[src/rtl/cpwm_pkg.sv]
// Package: register addresses and control word layout for the PWM block.
// Assumes a 3-bit register address space; the control word is 4 bits.
package cpwm_pkg;
    localparam int ADDR_W = 3;
    localparam logic [ADDR_W-1:0] A_PERIOD = 3'd0;
    localparam logic [ADDR_W-1:0] A_DEAD   = 3'd1;
    localparam logic [ADDR_W-1:0] A_DUTY0  = 3'd2;
    localparam logic [ADDR_W-1:0] A_CTRL   = 3'd5;

    // Control word, bit 0 is run, bit 3 is clear enable.
    typedef struct packed {
        logic clr_en;
        logic pol_n;
        logic pol_p;
        logic run;
    } ctrl_t;

    localparam int CTRL_W = $bits(ctrl_t);
endpackage

[src/rtl/cpwm_regs.sv]
// Module: register bank holding period, dead time, per-phase duty buffers
// and the control word. Assumes single-cycle writes; all registers clear
// to zero on reset.
module cpwm_regs
    import cpwm_pkg::*;
#(
    parameter int CW  = 16,
    parameter int NPH = 3
) (
    input  logic                      clk,
    input  logic                      rst_n,
    input  logic                      wr_en,
    input  logic [ADDR_W-1:0]         wr_addr,
    input  logic [CW-1:0]             wr_data,
    output logic [CW-1:0]             period,
    output logic [CW-1:0]             dead,
    output logic [NPH-1:0][CW-1:0]    duty_buf,
    output ctrl_t                     ctrl
);
    // Period, dead time and control word updates.
    always_ff @(posedge clk) begin
        if (!rst_n) begin
            period <= '0;
            dead   <= '0;
            ctrl   <= '0;
        end else if (wr_en) begin
            if (wr_addr == A_PERIOD) period <= wr_data;
            if (wr_addr == A_DEAD)   dead   <= wr_data;
            if (wr_addr == A_CTRL)   ctrl   <= ctrl_t'(wr_data[CTRL_W-1:0]);
        end
    end

    // One duty buffer per phase at consecutive addresses.
    for (genvar i = 0; i < NPH; i++) begin : g_buf
        localparam logic [ADDR_W-1:0] MY_ADDR = ADDR_W'(A_DUTY0 + i);
        // Capture this phase's duty buffer on a matching write.
        always_ff @(posedge clk) begin
            if (!rst_n)
                duty_buf[i] <= '0;
            else if (wr_en && wr_addr == MY_ADDR)
                duty_buf[i] <= wr_data;
        end
    end
endmodule

[src/rtl/cpwm_tri_cnt.sv]
// Module: shared up/down triangle counter. Sweeps from 'bottom' to
// bottom+span and back, one step per cycle. Holds at 'bottom' while
// stopped or cleared, or when span is zero. 'turn' marks the cycles on
// which duty buffers may be transferred (crest, trough, stopped, cleared).
module cpwm_tri_cnt #(
    parameter int CW = 16
) (
    input  logic          clk,
    input  logic          rst_n,
    input  logic          run,
    input  logic          clr,
    input  logic [CW-1:0] bottom,
    input  logic [CW-1:0] span,
    output logic [CW:0]   cnt,
    output logic          turn
);
    logic          up;
    logic [CW:0]   bot_x;
    logic [CW:0]   top_x;
    logic          at_top;
    logic          at_bot;
    logic          flat;

    // Derive sweep limits and turning conditions.
    always_comb begin
        bot_x  = {1'b0, bottom};
        top_x  = bot_x + {1'b0, span};
        flat   = (span == '0);
        at_top = up && (cnt >= top_x);
        at_bot = !up && (cnt <= bot_x);
        turn   = !run || clr || at_top || at_bot;
    end

    // Advance the counter and its direction.
    always_ff @(posedge clk) begin
        if (!rst_n) begin
            cnt <= '0;
            up  <= 1'b1;
        end else if (!run || clr || flat) begin
            cnt <= bot_x;
            up  <= 1'b1;
        end else if (at_top) begin
            cnt <= cnt - 1'b1;
            up  <= 1'b0;
        end else if (at_bot) begin
            cnt <= cnt + 1'b1;
            up  <= 1'b1;
        end else if (up) begin
            cnt <= cnt + 1'b1;
        end else begin
            cnt <= cnt - 1'b1;
        end
    end
endmodule

[src/rtl/cpwm_phase.sv]
// Module: one phase. Holds the active duty, builds the compare and
// dead-time waves from the shared counter, ANDs them into non-overlapping
// output waves and applies polarity. Assumes the counter is no wider than
// CW+1 bits and that 'load' is high only at sweep turns or while stopped.
module cpwm_phase #(
    parameter int CW = 16
) (
    input  logic          clk,
    input  logic          rst_n,
    input  logic          load,
    input  logic [CW-1:0] buf_duty,
    input  logic [CW-1:0] dead,
    input  logic [CW:0]   cnt,
    input  logic          run,
    input  logic          pol_p,
    input  logic          pol_n,
    output logic [CW-1:0] act_duty,
    output logic          pin_p,
    output logic          pin_n
);
    localparam int XW = CW + 2;

    logic [XW-1:0] duty_x;
    logic [XW-1:0] dead_x;
    logic [XW-1:0] cnt_x;
    logic          cmp_a;
    logic          cmp_b;
    logic          dtw_a;
    logic          dtw_b;
    logic          og_a;
    logic          og_b;

    // Transfer the buffered duty only on load cycles.
    always_ff @(posedge clk) begin
        if (!rst_n)
            act_duty <= '0;
        else if (load)
            act_duty <= buf_duty;
    end

    // Compare, dead-time and output-generation waves with polarity.
    always_comb begin
        duty_x = {2'b00, act_duty};
        dead_x = {2'b00, dead};
        cnt_x  = {1'b0, cnt};
        cmp_a  = cnt_x >= (duty_x + dead_x);
        cmp_b  = !cmp_a;
        dtw_b  = (cnt_x + dead_x) >= duty_x;
        dtw_a  = !dtw_b;
        og_a   = run && cmp_a && dtw_b;
        og_b   = run && cmp_b && dtw_a;
        pin_p  = pol_p ? og_a : !og_a;
        pin_n  = pol_n ? og_b : !og_b;
    end
endmodule

[src/rtl/cpwm_core.sv]
// Module: top of the three-phase complementary PWM. Ties the register
// bank, the shared triangle counter and one phase unit per output pair.
// Assumes synchronous active-low reset and a single clock domain;
// ext_clr is already synchronous to clk.
module cpwm_core
    import cpwm_pkg::*;
#(
    parameter int CW  = 16,
    parameter int NPH = 3
) (
    input  logic               clk,
    input  logic               rst_n,
    input  logic               wr_en,
    input  logic [ADDR_W-1:0]  wr_addr,
    input  logic [CW-1:0]      wr_data,
    input  logic               ext_clr,
    output logic [NPH-1:0]     pwm_p,
    output logic [NPH-1:0]     pwm_n
);
    logic [CW-1:0]           period;
    logic [CW-1:0]           dead;
    logic [NPH-1:0][CW-1:0]  duty_buf;
    logic [NPH-1:0][CW-1:0]  act_duty;
    ctrl_t                   ctrl;
    logic                    run;
    logic                    pol_p;
    logic                    pol_n;
    logic                    clr_en;
    logic                    clr_hit;
    logic [CW:0]             cnt;
    logic                    turn;

    // Unpack control fields and qualify the external clear.
    always_comb begin
        run     = ctrl.run;
        pol_p   = ctrl.pol_p;
        pol_n   = ctrl.pol_n;
        clr_en  = ctrl.clr_en;
        clr_hit = run && clr_en && ext_clr;
    end

    cpwm_regs #(.CW(CW), .NPH(NPH)) u_regs (
        .clk      (clk),
        .rst_n    (rst_n),
        .wr_en    (wr_en),
        .wr_addr  (wr_addr),
        .wr_data  (wr_data),
        .period   (period),
        .dead     (dead),
        .duty_buf (duty_buf),
        .ctrl     (ctrl)
    );

    cpwm_tri_cnt #(.CW(CW)) u_cnt (
        .clk    (clk),
        .rst_n  (rst_n),
        .run    (run),
        .clr    (clr_hit),
        .bottom (dead),
        .span   (period),
        .cnt    (cnt),
        .turn   (turn)
    );

    for (genvar i = 0; i < NPH; i++) begin : g_ph
        cpwm_phase #(.CW(CW)) u_ph (
            .clk      (clk),
            .rst_n    (rst_n),
            .load     (turn),
            .buf_duty (duty_buf[i]),
            .dead     (dead),
            .cnt      (cnt),
            .run      (run),
            .pol_p    (pol_p),
            .pol_n    (pol_n),
            .act_duty (act_duty[i]),
            .pin_p    (pwm_p[i]),
            .pin_n    (pwm_n[i])
        );
    end
endmodule

[config.mk]
export PLATFORM = sky130hd
export DESIGN_NAME = cpwm_core
export DESIGN_NICKNAME = d
export VERILOG_FILES = /design/src/rtl/cpwm_pkg.sv /design/src/rtl/cpwm_regs.sv /design/src/rtl/cpwm_tri_cnt.sv /design/src/rtl/cpwm_phase.sv /design/src/rtl/cpwm_core.sv
export SDC_FILE = /design/constraint.sdc
export NUM_CORES = 1
export LEC_CHECK = 0
export ABC_AREA = 1
export BUFFER_PORTS_ARGS = -buffer_cell sky130_fd_sc_hd__buf_2
export CORE_ASPECT_RATIO = 0.9
export CORE_MARGIN = 2
export CORE_UTILIZATION = 35
export DETAILED_ROUTE_END_ITERATION = 8
export PLACE_DENSITY = 0.6
export SETUP_SLACK_MARGIN = 0.05
export SYNTH_ARGS = -nofsm -noshare
export SYNTH_HDL_FRONTEND = slang
export SYNTH_SLANG_ARGS = --single-unit
[constraint.sdc]
create_clock -name clk -period 4.9 [get_ports clk]
set_clock_uncertainty 0.15 [all_clocks]
set_input_delay 1.225 -clock clk [delete_from_list [all_inputs] [get_ports clk]]
set_output_delay 1.225 -clock clk [all_outputs]
set_load 0.01 [all_outputs]
==> impl_results.md <==
- Outcome: finished with violations
- Failing checks: negative setup slack
- Vias after detailed routing: between 10k and 15k
- Mean Syn Cell Area: approximately 6.7 um2
- Clock transition at path regs: 0.07 ns
- HPWL Detailed: 38,700 um
- GPL Wtd Cong: slightly below 1
- CTS Buffer Depth: 2
- CP max stage delay: roughly 0.33 ns
- Crit path buf inv count: 5
- Commonest non-fill, non-tap cells in the layout: 388 x nand2_1, 246 x nor2_1, 234 x inv_1, 181 x ha_1, 178 x a21oi_1
- Startpoint type of the worst setup path: flop
- Crit path time final: 5.12 ns
- Max-cap violations: 0
- Inserted Clock Buffers: 17
- Count of final setup violators: 6
- Via/cell ratio: 5.27
- # diodes: 0
- Die Span Y: around 190 um
- Grt total ovfl: 0
- Count of pins over their slew limit: 0
- Largest net degree at the start of global routing: roughly 100
- Primary FF master, synth: dfxtp_1
- Number of flops mapped to enable cells by yosys: 0
- PnR worst setup slack: -0.218 ns
- Kind of critical path: reg2out
- Core Util, Final: between 40% and 50%
- Required time of the worst setup path: between 3 and 4 ns
- Most common cell on crit path: nand2_1
- Multi-input logic area: ~10000 um2
- Initial antenna violation count: 0
- Residual DRC: 0
- Fin crit share: 104%
- Post-Syn Nets: between 2k and 2.5k
- Worst path cell trace: inv_1 > ha_1 > inv_1 > a21oi_2 > o21ai_4 > nand2_1 > nand3_2 > a21boi_2 > o21ai_2 > xor2_1 > buf_4 > buf_4 > ha_1 > nand2_2 > nor2_1 > a211oi_1 > nand2_1 > nand2_2 > nand2_1 > nor2_1 > nand3_1 > nand2_1 > buf_2
- Die width: 211 um
- Wirelength per Cell: between 15 and 20 um
- TritonRoute pass-1 iters: 8
- Syn-to-layout area delta: 23.6%
- DIE AREA: around 40,000 um2
- Leakage: a little over 8 nW
- CTS sink cnt: 150
- RSZ-0062 raised after global routing: yes
- First-pass GRT wire length: around 75,000 um
- Clk_lat worst skew: 0.44 ns
- I/O Pins: 29
- Asr flop ratio synth: 0%
- Synth cell types: 45
- CTS tree: built
- Root Buffer Master: clkbuf_16
- Crit path arrival time: between 3 and 4 ns
- Vias in the first global route: ~13k
- GRT Total Usage: about 25%
- Slew HR: ~36%
- Layout cells sized above 1: between 10% and 20%
- R2r setup slk: roughly 0.58 ns
- Seq/Total Area, Yosys: between 20% and 30%
- Final Hold Viols: 0
- Power Total: 0.00404 W
- Buffers on Ports: 28
- Crit end category: primary output
- Syn Inst Count: about 2k
- Routed Antenna Nets: 0
- Worst slew pin tran: around 0.96 ns
- Most common cell after layout, fill and taps aside: nand2_1
- Netlist Area Pre-Place: approximately 13,000 um2
- DRT Wirelength: roughly 50,000 um
- Fill cells: approximately 4k
- Cts hold-fix bufs: 0
- CP max stage cell: dfxtp_2
- Maximum clock rate: between 0.15 and 0.2 GHz
- Crit Path Max Fanout: 3
- Core Area: about 38,000 um2
- Maximum vdd drop: around 0.00025 V
- H-tree Lvls: 4
- Yosys warns: 0
- Rows: a little under 70
- Sequential Area: around 3000 um2
- Starting Density: 35.3%
- Largest delay contributor family on the critical path: simple AND/OR/NAND/NOR gates
- DRT iter0 DRCs: between 1k and 1.5k
- HP Class: reg2reg
- Fin nets: ~2.4k
- Synth Register Bits: 150
- Power Dens Cells: around 240 nW/um2
-- stage by stage --
stage | setup WS [ns] | TNS, ns | instances | hold WS, ns | cell area (um2)
after floorplan | 0.275 | 0 | 2001 | 0.280 | 13500
after global placement | 0.0191 | 0 | 2606 | 0.289 | 15000
after detailed placement | -0.00716 | -0.00716 | 2606 | 0.296 | 15000
after CTS | -0.185 | -0.957 | 2648 | 0.300 | 16200
after global routing | -0.417 | -2.28 | 2658 | 0.317 | 16600
final | -0.218 | -1.14 | 2658 | 0.300 | 16600
-- cell families after synthesis --
kind of cell,after synthesis,synth area share (%)
AOI/OAI and AO/OA,374,14.9
xor gates and xnor gates,94,6.12
adders and majority gates,219,20.6
buffers and inverters,307,9.31
DFF,150,22.3
and+or+nand+nor,857,26.7
-- what timing repair did --
| action | 4_1_cts | 5_1_grt |
|---|---|---|
| resized for setup | 94 | 81 |
| endpoints found under the setup margin | 6 | 6 |
| pin swaps | 32 | 32 |
| buffers inserted | 10 | 10 |
| cloned | 0 | 0 |
-- power by group --
group	switching, W	internal (W)
Combinational	0.000802	0.000469
Clock	0.000612	0.000844
Sequential	0.0000485	0.00126
Total	0.00146	0.00257
-- synth_stat cells, types with 4 or more instances --
cell type,instances,share of area (%)
nand2_1,407,11
nor2_1,256,7.1
inv_1,240,6.7
ha_1,214,20
a21oi_1,197,7.3
dfxtp_1,150,22
o21ai_0,119,4.4
nand3_1,84,3.1
xor2_1,61,4.0
nand4_1,49,2.3
clkbuf_1,34,0.95
xnor2_1,33,2.1
nor3_1,25,0.93
o21bai_1,12,0.67
a21o_1,11,0.61
buf_2,10,0.37
a31oi_1,9,0.42
nor2_2,8,0.37
nor4_1,8,0.37
buf_6,7,0.59
o21a_1,7,0.39
buf_4,6,0.33
nand2_2,6,0.28
a21boi_0,5,0.28
fa_1,5,0.74
inv_2,5,0.14
a211oi_1,4,0.22
o31ai_1,4,0.22
-- worst paths after layout --
path	from	to	cells after the start
setup / recovery	u_regs.dead[2]	pwm_n[0]	23
hold / removal	u_regs.duty_buf[32]	g_ph[2].u_ph.act_duty[0]	2
setup reg to reg	u_regs.dead[0]	u_cnt.cnt[5]	24
hold reg to reg	u_regs.duty_buf[32]	g_ph[2].u_ph.act_duty[0]	2
-- worst register-to-register path, cell delays in order (launching register included) --
cell,delay [ns]
dfxtp_2,0.33
buf_4,0.14
ha_1,0.21
fa_1,0.41
nand3_1,0.11
nand2_1,0.09
nand2_1,0.08
nand2_1,0.05
o21ai_0,0.12
o21ai_0,0.20
a31oi_1,0.20
xor2_1,0.22
ha_1,0.28
nand2_1,0.07
nand2_1,0.05
nand2_1,0.05
nand2_1,0.05
a21oi_1,0.12
nand4_1,0.15
nand2_1,0.26
buf_4,0.30
nand2_4,0.19
nand2_1,0.11
nand3_1,0.09
a21oi_1,0.21
-- area by class of cell --
class	count	share of cell area, %
multi-input combinational	1544	60.1
sequential	150	18.1
timing repair buffer	195	8.65
inverter	247	5.57
tap	490	3.68
clock buffer	18	2.64
clock inverter	14	1.23
-- metal layers --
metal / GRT usage [%] / routed length (um) / share of wire [%] / vias to the layer above
li1: - / - / - / 6900
met1: 36.5 / 24000 / 48 / 6556
met2: 37.1 / 21100 / 42 / 494
met3: 3.60 / 3700 / 7.4 / 58
met4: 6.58 / 1200 / 2.4 / 0
met5: 0 / 0 / 0 / -
-- state kept, by name, summed over array words and instances (netlist names) --
register            cells
g_ph.u_ph.act_duty     48
u_cnt.cnt              17
u_cnt.up                1
u_regs.ctrl             4
u_regs.dead            16
u_regs.period          16
u_regs.duty_buf        48
No activity file was read; power rests on OpenSTA's default activity.
